### config.mk
export PLATFORM = sky130hd
export DESIGN_NAME = can_bit_timer
export DESIGN_NICKNAME = d
export VERILOG_FILES = /design/src/rtl/cbt_pkg.sv /design/src/rtl/cbt_cfg_regs.sv /design/src/rtl/cbt_prescaler.sv /design/src/rtl/cbt_seq.sv /design/src/rtl/can_bit_timer.sv
export SDC_FILE = /design/constraint.sdc
export NUM_CORES = 1
export LEC_CHECK = 0
export ABC_AREA = 1
export BUFFER_PORTS_ARGS = -buffer_cell sky130_fd_sc_hd__buf_2
export CAP_MARGIN = 30
export CELL_PAD_IN_SITES_DETAIL_PLACEMENT = 1
export CELL_PAD_IN_SITES_GLOBAL_PLACEMENT = 1
export CORE_MARGIN = 2
export CORE_UTILIZATION = 35
export DETAILED_ROUTE_END_ITERATION = 10
export PLACE_DENSITY = 0.7
export SYNTH_ARGS = -nofsm -noshare
export SYNTH_HDL_FRONTEND = slang
export SYNTH_SLANG_ARGS = --single-unit
### constraint.sdc
create_clock -name clk -period 11.1 [get_ports clk]
set_input_delay 1.11 -clock clk [delete_from_list [all_inputs] [get_ports clk]]
set_output_delay 1.11 -clock clk [all_outputs]
set_load 0.01 [all_outputs]
### src/rtl/cbt_pkg.sv
package cbt_pkg;
    parameter int BRP_W  = 8;
    parameter int NTS1_W = 8;
    parameter int NTS2_W = 7;
    parameter int NSJW_W = 7;
    parameter int DTS1_W = 5;
    parameter int DTS2_W = 4;
    parameter int DSJW_W = 4;

    localparam int Q_W   = NTS1_W + 1;
    localparam int ADJ_W = NSJW_W + 1;

    typedef struct packed {
        logic [BRP_W-1:0]  brp;
        logic [NTS1_W-1:0] tseg1;
        logic [NTS2_W-1:0] tseg2;
        logic [NSJW_W-1:0] sjw;
    } nom_cfg_t;

    typedef struct packed {
        logic [BRP_W-1:0]  brp;
        logic [DTS1_W-1:0] tseg1;
        logic [DTS2_W-1:0] tseg2;
        logic [DSJW_W-1:0] sjw;
    } dat_cfg_t;

    typedef enum logic [1:0] {
        SEG_SYNC = 2'd0,
        SEG_PH1  = 2'd1,
        SEG_PH2  = 2'd2
    } seg_e;

    function automatic nom_cfg_t widen_dat(input dat_cfg_t d);
        nom_cfg_t w;
        w.brp   = d.brp;
        w.tseg1 = NTS1_W'(d.tseg1);
        w.tseg2 = NTS2_W'(d.tseg2);
        w.sjw   = NSJW_W'(d.sjw);
        return w;
    endfunction

    function automatic logic [ADJ_W-1:0] sjw_quanta(input logic [NSJW_W-1:0] f);
        return {1'b0, f} + ADJ_W'(1);
    endfunction
endpackage

### src/rtl/cbt_cfg_regs.sv
module cbt_cfg_regs
    import cbt_pkg::*;
(
    input  logic     clk,
    input  logic     rst,
    input  logic     cfg_mode,
    input  nom_cfg_t nom_in,
    input  dat_cfg_t dat_in,
    output nom_cfg_t nom_q,
    output dat_cfg_t dat_q
);
    always_ff @(posedge clk) begin
        if (rst) begin
            nom_q <= '0;
            dat_q <= '0;
        end else if (cfg_mode) begin
            nom_q <= nom_in;
            dat_q <= dat_in;
        end
    end
endmodule

### src/rtl/cbt_prescaler.sv
module cbt_prescaler
    import cbt_pkg::*;
(
    input  logic             clk,
    input  logic             rst,
    input  logic             restart,
    input  logic [BRP_W-1:0] brp,
    output logic             tick
);
    logic [BRP_W-1:0] cnt;

    assign tick = (cnt >= brp);

    always_ff @(posedge clk) begin
        if (rst || restart) begin
            cnt <= '0;
        end else if (tick) begin
            cnt <= '0;
        end else begin
            cnt <= cnt + BRP_W'(1);
        end
    end
endmodule

### src/rtl/cbt_seq.sv
module cbt_seq
    import cbt_pkg::*;
(
    input  logic     clk,
    input  logic     rst,
    input  logic     hold,
    input  logic     tq,
    input  nom_cfg_t cfg,
    input  logic     bus_edge,
    output logic     sample_pt,
    output logic     bit_end
);
    seg_e             seg;
    logic [Q_W-1:0]   q;
    logic [ADJ_W-1:0] adj;
    logic             resynced;

    logic [ADJ_W-1:0] sjw_len;
    logic [Q_W-1:0]   q_inc;
    logic [ADJ_W-1:0] ext;
    logic             seg1_last;
    logic             seg2_last;
    logic             seg_done;

    assign sjw_len   = sjw_quanta(cfg.sjw);
    assign q_inc     = q + Q_W'(1);
    assign ext       = (q_inc >= Q_W'(sjw_len)) ? sjw_len : ADJ_W'(q_inc);
    assign seg1_last = (q >= (Q_W'(cfg.tseg1) + Q_W'(adj)));
    assign seg2_last = ((q + Q_W'(adj)) >= Q_W'(cfg.tseg2));

    assign sample_pt = tq && (seg == SEG_PH1) && seg1_last;
    assign bit_end   = tq && (seg == SEG_PH2) && seg2_last;
    assign seg_done  = sample_pt || bit_end;

    always_ff @(posedge clk) begin
        if (rst || hold) begin
            seg      <= SEG_SYNC;
            q        <= '0;
            adj      <= '0;
            resynced <= 1'b0;
        end else begin
            if (tq) begin
                case (seg)
                    SEG_SYNC: begin
                        seg <= SEG_PH1;
                        q   <= '0;
                    end
                    SEG_PH1: begin
                        if (seg1_last) begin
                            seg <= SEG_PH2;
                            q   <= '0;
                            adj <= '0;
                        end else begin
                            q <= q_inc;
                        end
                    end
                    default: begin
                        if (seg2_last) begin
                            seg      <= SEG_SYNC;
                            q        <= '0;
                            adj      <= '0;
                            resynced <= 1'b0;
                        end else begin
                            q <= q_inc;
                        end
                    end
                endcase
            end
            if (bus_edge && !resynced && !seg_done) begin
                if (seg == SEG_PH1) begin
                    adj      <= ext;
                    resynced <= 1'b1;
                end else if (seg == SEG_PH2) begin
                    adj      <= sjw_len;
                    resynced <= 1'b1;
                end
            end
        end
    end
endmodule

### src/rtl/can_bit_timer.sv
module can_bit_timer
    import cbt_pkg::*;
(
    input  logic              clk,
    input  logic              rst,
    input  logic              cfg_mode,
    input  logic [BRP_W-1:0]  nom_prescale,
    input  logic [NTS1_W-1:0] nom_seg1,
    input  logic [NTS2_W-1:0] nom_seg2,
    input  logic [NSJW_W-1:0] nom_sjw,
    input  logic [BRP_W-1:0]  dat_prescale,
    input  logic [DTS1_W-1:0] dat_seg1,
    input  logic [DTS2_W-1:0] dat_seg2,
    input  logic [DSJW_W-1:0] dat_sjw,
    input  logic              data_phase_sel,
    input  logic              hard_sync,
    input  logic              err_det,
    input  logic              bus_edge,
    output logic              sample_pt,
    output logic              bit_end,
    output logic              data_rate_active
);
    nom_cfg_t nom_in, nom_q, act_cfg;
    dat_cfg_t dat_in, dat_q;
    logic     rate_data;
    logic     fallback;
    logic     restart;
    logic     tick_raw;
    logic     tq;

    assign nom_in = '{brp: nom_prescale, tseg1: nom_seg1, tseg2: nom_seg2, sjw: nom_sjw};
    assign dat_in = '{brp: dat_prescale, tseg1: dat_seg1, tseg2: dat_seg2, sjw: dat_sjw};

    cbt_cfg_regs u_cfg (
        .clk      (clk),
        .rst      (rst),
        .cfg_mode (cfg_mode),
        .nom_in   (nom_in),
        .dat_in   (dat_in),
        .nom_q    (nom_q),
        .dat_q    (dat_q)
    );

    assign act_cfg  = rate_data ? widen_dat(dat_q) : nom_q;
    assign fallback = err_det && rate_data;
    assign restart  = cfg_mode || hard_sync || fallback;

    cbt_prescaler u_pre (
        .clk     (clk),
        .rst     (rst),
        .restart (restart),
        .brp     (act_cfg.brp),
        .tick    (tick_raw)
    );

    assign tq = tick_raw && !restart;

    cbt_seq u_seq (
        .clk       (clk),
        .rst       (rst),
        .hold      (cfg_mode || hard_sync),
        .tq        (tq),
        .cfg       (act_cfg),
        .bus_edge  (bus_edge),
        .sample_pt (sample_pt),
        .bit_end   (bit_end)
    );

    always_ff @(posedge clk) begin
        if (rst || cfg_mode) begin
            rate_data <= 1'b0;
        end else if (fallback) begin
            rate_data <= 1'b0;
        end else if (bit_end) begin
            rate_data <= data_phase_sel;
        end
    end

    assign data_rate_active = rate_data;
endmodule

## Word level (Yosys, flattened, before mapping)

Index checks and enable logic that the tools add are counted.

- Bits in registers: 80
- Input bits: 58
- Logic and storage cells: 70

- $add $sub $neg: 5
- Order comparisons: 4
- Eq/ne operators: 3
- Mux-type cells: 21
- Reduce and logical (&&, ||, !) cells: 23

Operators with widths:

| operator | count |
|---|---|
| $mux W8 | 7 |
| $mux W30 | 1 |
| $mux W9 | 2 |
| $pmux W9 S2 | 1 |
| $pmux W8 S2 | 1 |
| $add A8 B8 Y9 | 1 |
| $add A9 B1 Y9 const B | 1 |
| $add A9 B8 Y9 | 1 |
| $ge A9 B7 Y1 | 1 |
| $ge A9 B8 Y1 | 1 |
| $ge A9 B9 Y1 | 1 |
| $add A7 B1 Y8 const B | 1 |
| $add A8 B1 Y8 const B | 1 |
| $ge A8 B8 Y1 | 1 |
| $logic_and A1 B1 Y1 | 8 |
| $logic_or A1 B1 Y1 | 6 |
| $mux W1 | 6 |
| $reduce_or A2 Y1 | 3 |
| $mux W2 | 2 |
| $pmux W2 S2 | 1 |
| $logic_not A1 Y1 | 3 |
| $reduce_and A3 Y1 | 1 |
| $reduce_bool A3 Y1 | 1 |
| $eq A2 B1 Y1 const B | 1 |
| 3 further kinds | 3 |

## Logic depth before layout (Yosys ltp)

Gate-level depths: netlist (run 1).

- Depth after elaboration: 10
- Gate-level depth with buffers: 26
- Mapped depth without buffers: 25

## Cells and area by module

Synthesis (run 1) repeated with hierarchy kept, for this count alone.

- Cell total of the unflattened synthesis: 887
- Area total of the unflattened synthesis: 5585.4 µm²

By module, submodules not included:

| module | times used | cells an instance | area an instance (µm²) | seq. area each (µm²) |
|---|---|---|---|---|
| cbt_seq | 1 | 387 | 2521.2 | 400.4 |
| cbt_cfg_regs | 1 | 323 | 2079.5 | 1021.0 |
| cbt_prescaler | 1 | 75 | 579.3 | 160.2 |
| can_bit_timer | 1 | 102 | 405.4 | 20.0 |

## Least setup slack after synthesis (run 1)

No wires, ideal clock.

- Kind: flip-flop to output port
- Start: reg rate_data, in the netlist data_rate_active
- End: out sample_pt
- Arrival time: 3.352 ns
- Required time: 9.990 ns
- Path slack: 6.638 ns
- Cell stages (with the launch flop): 18
- Buffers on the path: 2
- Cell sequence: dfxtp_1 buf_6 clkbuf_1 o21ai_0 fa_1 o21ai_0 a21oi_1 o21bai_1 nand2_1 nand2_1 a21oi_1 ha_1 nand2_1 nor2_1 nand4_1 nand4_1 inv_2 nor2_1

- Longest elaborated chain between the ends: 6
- Elaborated cells on any way between the ends: 10

Ends and longest elaborated chain:

| item | line | RTL |
|---|---|---|
| start: declaration | can_bit_timer.sv:25 | `logic rate_data;` |
| start signal: assignment | can_bit_timer.sv:75 | `rate_data <= data_phase_sel;` |
| parallel branches: the longest is 5 deep, another holds $add A8 B8 Y9 | - |  |
| $logic_and A1 B1 Y1 (*) | cbt_seq.sv:31 | `assign sample_pt = tq && (seg == SEG_PH1) && seg1_last;` |
| end: declaration | can_bit_timer.sv:19 | `output logic sample_pt,` |

Mark *: on every way between the ends.

## Worst setup path in the final report (run 1)

Same ends and word-level chain as after synthesis.

==> results.txt, run 1 <==
Synth area leader: dfxtp_1
Top cell by count, worst path: nand2_1
CP top delay family: simple AND/OR/NAND/NOR gates
crit path kind: flip-flop to primary output
Startpoint Class: flip-flop
Non-Filler Instances: 980
Clock transition at path regs: 60 ps
Final Hold Viols: 0
Setup Skew: 7.933 ps
leakage power: 2.816 nW
CTS root buf: clkbuf_16
initial core utilization: 0.3561
setup bufs post-CTS: 0
design area: 5942 um^2
initial antenna violation count: 0
cell-internal power: 0.5373 mW
met2 Use GR: 0.3366
total track usage: 0.1933
clk_lat worst skew: 350 ps
CP peak stage delay: 400 ps
Synth cell types: 41
fill count: 1885
clock sink count: 80
vias per std cell: 4.991
min Tclk post-route: 5063 ps
global-route wire length before repair: 24790 um
final setup fails: 0
Pre-Repair DR Iteration Count: 4
WL/cell: 14.85 um
critical path data arrival time: 3950 ps
dpl cell area: 5613 um^2
crit-path max FO: 28
share of synthesized registers carrying an async set or reset: 0
CP required: 9990 ps
antenna-violating nets left: 0
critical-path cell list: buf_4, nand2_1, nand2_1, ha_1, inv_1, fa_1, o21ai_0, a21oi_1, o21bai_1, nand2_1, nand2_1, a21oi_1, ha_1, nand2_1, nor2_1, nand4_1, nand4_1, inv_2, nor2_1, buf_2
leading cell types by count after synthesis: nand2_1, nor2_1, dfxtp_1
Post-Route WL: 14550 um
Fin Setup TNS: 0 ps
Core Region: 14480 um^2
IO Port Bufs: 60
detailed-route via count: 4891
clock buffer depth: 2
H-tree levels: 3
HPWL after DPL: 11360 um
clock power share: 0.460
GRT busiest layer: met2
post-CTS resize count: 0
DRC: 0
Synth Flop Type: dfxtp_1
number of global-route vias before repair: 5168
Seq cells post-synth: 80
share of the synthesized area in the top cell type: 0.3106
Std-Cell Rows: 44
chip width: 125.4 um
grt met1 use: 0.2455
Max Clk Rate: 0.1975 GHz
full die area: 15720 um^2
largest cells by area after synthesis: dfxtp_1, ha_1, nand2_1, nor2_1, o21ai_0
Psw: 0.1932 mW
Crit path buffers/inverters: 4
Area Growth Syn to Fin: 15.24%
Peak VDD IR: 0.00007494 V
CTS hold repair buffers: 0
synthesized area per cell: 6.968 um^2
Synth Instances: 740
status: completed
largest net degree at the start of global routing: 54
PD cells: 122.9 nW/um^2
Hold Path Class: flip-flop to flip-flop
Mapped Nets: 851
GPL Wtd Cong: 0.8593
max cap viols: 0
CTS tree: yes
Worst-Margin Slew: 754.3 ps
combinational share of power: 0.121
Die Ht: 125.4 um
endpoint class of the critical path: primary output
Initial DRC Count: 185
RSZ-0062 raised after global routing: no
switch share: 0.2644
dpl cells: 964
Tcrit/Tclk final: 0.4561
Worst path slowest cell: fa_1
antenna cells: 0
met3 usage: 0.02696
number of I/O pins: 61
Mapped Area: 5156 um^2
count leader, synth: nand2_1
nets@finish: 902
synth warn: 0
cts bufs inserted: 9
Slew headroom: 0.4971
sequential area share after synthesis: 0.3106
number of synthesized flops with an enable pin: 0
Flop pwr share: 0.419
total gr overflow: 0
share of cells above drive strength 1: 0.1533
Slew Limit Fails: 0
## routing by layer
metal | vias to the layer above | routed length [um]
met4 | 0 | 258
met1 | 2327 | 6902
met5 | - | 0
met3 | 21 | 322
met2 | 52 | 7068
li1 | 2491 | -
## registers in the layout, indices dropped and copies added, names as in the netlist
register	cells
u_cfg.nom_q	30
u_pre.cnt	8
u_cfg.dat_q	21
u_seq.seg	2
data_rate_active	1
u_seq.q	9
u_seq.adj	8
u_seq.resynced	1
## worst register-to-register path, stage by stage (launching register included)
cell	delay (ps)
dfxtp_1	350
buf_4	370
nand2_1	100
nand2_1	80
ha_1	160
inv_1	60
fa_1	400
o21ai_0	300
a21oi_1	120
o21bai_1	210
nand2_1	80
nand2_1	60
a21oi_1	60
ha_1	300
a21o_1	180
nor2_1	110
nand4_1	230
inv_2	90
nor2_1	60
inv_1	80
nand2_1	100
nor2_4	230
nand2_1	120
a21oi_2	130
## power by group through the flow
stage	combinational, mW	sequential (mW)	clock (mW)
after floorplan	0.0604	0.311	0
after CTS	0.0901	0.306	0.343
final	0.0884	0.306	0.336
after global routing	0.103	0.308	0.351
after global placement	0.0851	0.313	0
after detailed placement	0.0888	0.313	0
## through the flow
| step | hold slack (ps) | setup WS, ps | power, mW | utilization |
|---|---|---|---|---|
| after floorplan | 429.7 | 6638 | 0.3711 | - |
| after global placement | 453.6 | 6550 | 0.3976 | 0.3877 |
| after detailed placement | 468.0 | 6382 | 0.4015 | 0.3877 |
| after CTS | 480.6 | 5999 | 0.7397 | 0.4104 |
| after global routing | 500.2 | 5602 | 0.7616 | 0.4104 |
| final | 471.7 | 6038 | 0.7305 | 0.4104 |
## logic make-up (layout without fill, tap and decap cells)
group	count (synthesis)	after routing	synth area share
AO/OA/AOI/OAI	116	116	0.1221
XOR/XNOR	22	22	0.03737
adder cells (fa/ha/maj)	53	53	0.1315
buffers and inverters	101	157	0.07571
flip-flops	80	80	0.3106
multiplexers	10	10	0.01941
AND/OR/NAND/NOR	358	358	0.3033
## placed cells by master (no fill, tap or decap), types with 2 or more instances in the layout
| master | synthesis | routed |
|---|---|---|
| fa_1 | 2 | 2 |
| inv_6 | 0 | 2 |
| ha_1 | 51 | 51 |
| nand2_1 | 148 | 148 |
| inv_2 | 12 | 12 |
| clkinv_1 | 1 | 2 |
| nor3b_1 | 2 | 2 |
| a21oi_2 | 5 | 5 |
| buf_4 | 0 | 3 |
| nand3b_1 | 3 | 3 |
| clkinv_2 | 1 | 2 |
| o21ai_1 | 5 | 5 |
| dfxtp_1 | 80 | 80 |
| nor2_1 | 128 | 128 |
| buf_2 | 2 | 60 |
| nand4_1 | 6 | 6 |
| xnor2_1 | 12 | 12 |
| mux2i_1 | 10 | 10 |
| nand3_1 | 44 | 44 |
| clkbuf_16 | 0 | 9 |
| nor2_4 | 6 | 6 |
| o21ai_0 | 55 | 55 |
| nand3_2 | 5 | 5 |
| nand2_4 | 2 | 2 |
| bufinv_16 | 0 | 2 |
| a21oi_1 | 40 | 40 |
| inv_1 | 64 | 63 |
| nand2_2 | 6 | 6 |
| or2_1 | 2 | 2 |
| nor3_1 | 2 | 2 |
| xor2_1 | 10 | 10 |
| a21o_1 | 3 | 3 |
| a31oi_1 | 2 | 2 |
## final cells by class
class                   count  area, um^2  area share
inverters                  78       294.0     0.04948
repair buffers             63       322.8     0.05433
clock buffers              10       239.0     0.04022
well taps                 184       230.2     0.03875
multi-input cells         559        3164      0.5325
flip-flops and latches     80        1602      0.2695
clock inverters             6       90.09     0.01516
## final timing paths
| path | startpoint | endpoint | slack (ps) | cells after the start |
|---|---|---|---|---|
| min reg2reg | u_cfg.nom_q[20] | u_cfg.nom_q[20] | 470 | 2 |
| max | data_rate_active | sample_pt | 6040 | 20 |
| min | u_cfg.nom_q[20] | u_cfg.nom_q[20] | 470 | 2 |
| max reg2reg | data_rate_active | u_seq.adj[4] | 7050 | 23 |
No activity file was read; power rests on OpenSTA's default activity.
==> inputs of run 2 (changes only) <==
- clock period: 11.1 -> 5.3 ns (I/O delays scaled with it)
==> results.txt, run 2 (synthesized netlist as in run 1, its figures left out) <==
total gr overflow: 0 (unchanged)
number of I/O pins: 61 (unchanged)
antenna cells: 0 (unchanged)
Worst-Margin Slew: 764.0 ps (was 754.3 ps)
Initial DRC Count: 134 (was 185)
initial core utilization: 0.3561 (unchanged)
cts bufs inserted: 9 (unchanged)
Hold Path Stages: 3 (was 2)
RR Startpoint: data_rate_active (unchanged)
PD cells: 255.6 nW/um^2 (was 122.9 nW/um^2)
WL/cell: 14.92 um (was 14.85 um)
vias per std cell: 4.974 (was 4.991)
Clock transition at path regs: 60 ps (about the same)
post-CTS resize count: 0 (unchanged)
Area Growth Syn to Fin: 15.07% (was 15.24%)
CTS hold repair buffers: 0 (unchanged)
Fin Setup TNS: 0 ps (unchanged)
Worst path slowest cell: fa_1 (unchanged)
dpl cell area: 5613 um^2 (unchanged)
IO Port Bufs: 60 (unchanged)
detailed-route via count: 4870 (was 4891)
RSZ-0062 raised after global routing: no (unchanged)
clk_lat worst skew: 350 ps (about the same)
total track usage: 0.1959 (was 0.1933)
Top cell by count, worst path: nand2_1 (unchanged)
R2R Path End: u_seq.adj[2] (was u_seq.adj[4])
setup bufs post-CTS: 0 (unchanged)
crit path kind: flip-flop to primary output (unchanged)
GPL Wtd Cong: 0.8465 (was 0.8593)
PnR worst setup slack: 768.6 ps (was 6038 ps)
Hold Path Class: input port to flip-flop (was flip-flop to flip-flop)
H-tree levels: 3 (unchanged)
critical-path cell list: buf_4, nand2_1, nand2_1, ha_1, inv_1, fa_1, o21ai_0, a21oi_1, o21bai_1, nand2_1, nand2_1, a21oi_1, ha_1, nand2_1, nor2_1, nand4_1, nand4_1, inv_2, nor2_1, buf_2 (unchanged)
Pre-Repair DR Iteration Count: 4 (unchanged)
Die Ht: 125.4 um (unchanged)
Max Clk Rate: 0.2207 GHz
Hold Path Origin: nom_prescale[3] (was u_cfg.nom_q[20])
DRC: 0 (unchanged)
number of global-route vias before repair: 5160 (was 5168)
full die area: 15720 um^2 (unchanged)
share of cells above drive strength 1: 0.1509 (was 0.1533)
most common cell after layout, fill and taps aside: nand2_1 (unchanged)
endpoint class of the critical path: primary output (unchanged)
status: completed (unchanged)
Hold EP: u_cfg.nom_q[25] (was u_cfg.nom_q[20])
Post-Route WL: 14610 um (was 14550 um)
pre-CTS setup slack: 1135 ps (was 6382 ps)
most frequent cells in the layout: nand2_1, nor2_1, dfxtp_1, inv_1, buf_2 (unchanged)
Std-Cell Rows: 44 (unchanged)
nets@finish: 902 (unchanged)
critical path launch point: data_rate_active (unchanged)
design area: 5933 um^2 (was 5942 um^2)
CP peak stage delay: 400 ps (about the same)
number of flip-flops in the largest register: 30 (unchanged)
HPWL after DPL: 11350 um (was 11360 um)
Peak VDD IR: 0.0001619 V (was 0.00007494 V)
Worst R2R Path Depth: 23 (unchanged)
global-route wire length before repair: 25140 um (was 24790 um)
Core Region: 14480 um^2 (unchanged)
Tcrit/Tclk final: 0.8550
Startpoint Class: flip-flop (unchanged)
clock buffer depth: 2 (unchanged)
Slew Limit Fails: 0 (unchanged)
Final Hold Viols: 0 (unchanged)
crit-path max FO: 28 (unchanged)
Setup Skew: 8.119 ps (was 7.933 ps)
Biggest register: u_cfg.nom_q (unchanged)
leakage power: 2.813 nW (was 2.816 nW)
largest net degree at the start of global routing: 58 (was 54)
antenna-violating nets left: 0 (unchanged)
flop2flop setup slack: 1200 ps (was 7050 ps)
Slew headroom: 0.4906 (was 0.4971)
CP required: 4770 ps (was 9990 ps)
min Tclk post-route: 4531 ps
CTS root buf: clkbuf_16 (unchanged)
initial antenna violation count: 0 (unchanged)
CTS tree: yes (unchanged)
Layout Utilization: 0.4098 (was 0.4104)
max cap viols: 0 (unchanged)
critical path data arrival time: 4000 ps (was 3950 ps)
clock sink count: 80 (unchanged)
chip width: 125.4 um (unchanged)
largest registers: u_cfg.nom_q (30), u_cfg.dat_q (21), u_seq.q (9) (unchanged)
final setup fails: 0 (unchanged)
## run 2: how the worst max path moves through the flow
stage	slack (ps)	to	cells past startpoint
2_1_floorplan	1420	sample_pt	17
3_3_place_gp	1310	sample_pt	20
3_5_place_dp	1140	sample_pt	20
4_1_cts	750	sample_pt	20
5_1_grt	390	sample_pt	20
6_report	770	sample_pt	20
## run 2: where the power goes
group          internal, mW  leakage (nW)  total (mW)  switching, mW
clock network         0.426         0.156       0.691          0.265
registers             0.629         0.658       0.642         0.0132
logic                0.0681          2.00       0.184          0.116
## run 2: routing by layer
metal	share of wire	routed length [um]	track usage
met1	0.48	6974	0.2514
met2	0.48	6986	0.3376
met3	0.028	407	0.03380
met4	0.016	239	0.05752
met5	0	0	0
## run 2: layout make-up
cell class,count,area [um^2]
Clock buffer,11,242.7
Fill cell,1875,8546
Sequential cell,80,1602
Tap cell,184,230.2
Clock inverter,4,77.57
Multi-Input combinational cell,559,3164
Timing Repair Buffer,63,322.8
Inverter,78,294.0
## run 2: stage by stage
stage,instances,hold slack [ps],power (mW)
2_1_floorplan,740,429.7,0.7772
3_3_place_gp,964,452.4,0.8313
3_5_place_dp,964,454.6,0.8402
4_1_cts,979,397.4,1.528
5_1_grt,979,412.3,1.580
6_report,979,405.7,1.517
## run 2: worst max-delay path, delay by kind of cell (launching register included)
| kind | cells | cell delay (ps) |
|---|---|---|
| buf+inv | 4 | 650 |
| fa+ha+maj | 3 | 860 |
| simple gates | 9 | 1080 |
| flops | 1 | 350 |
| compound gates | 4 | 710 |
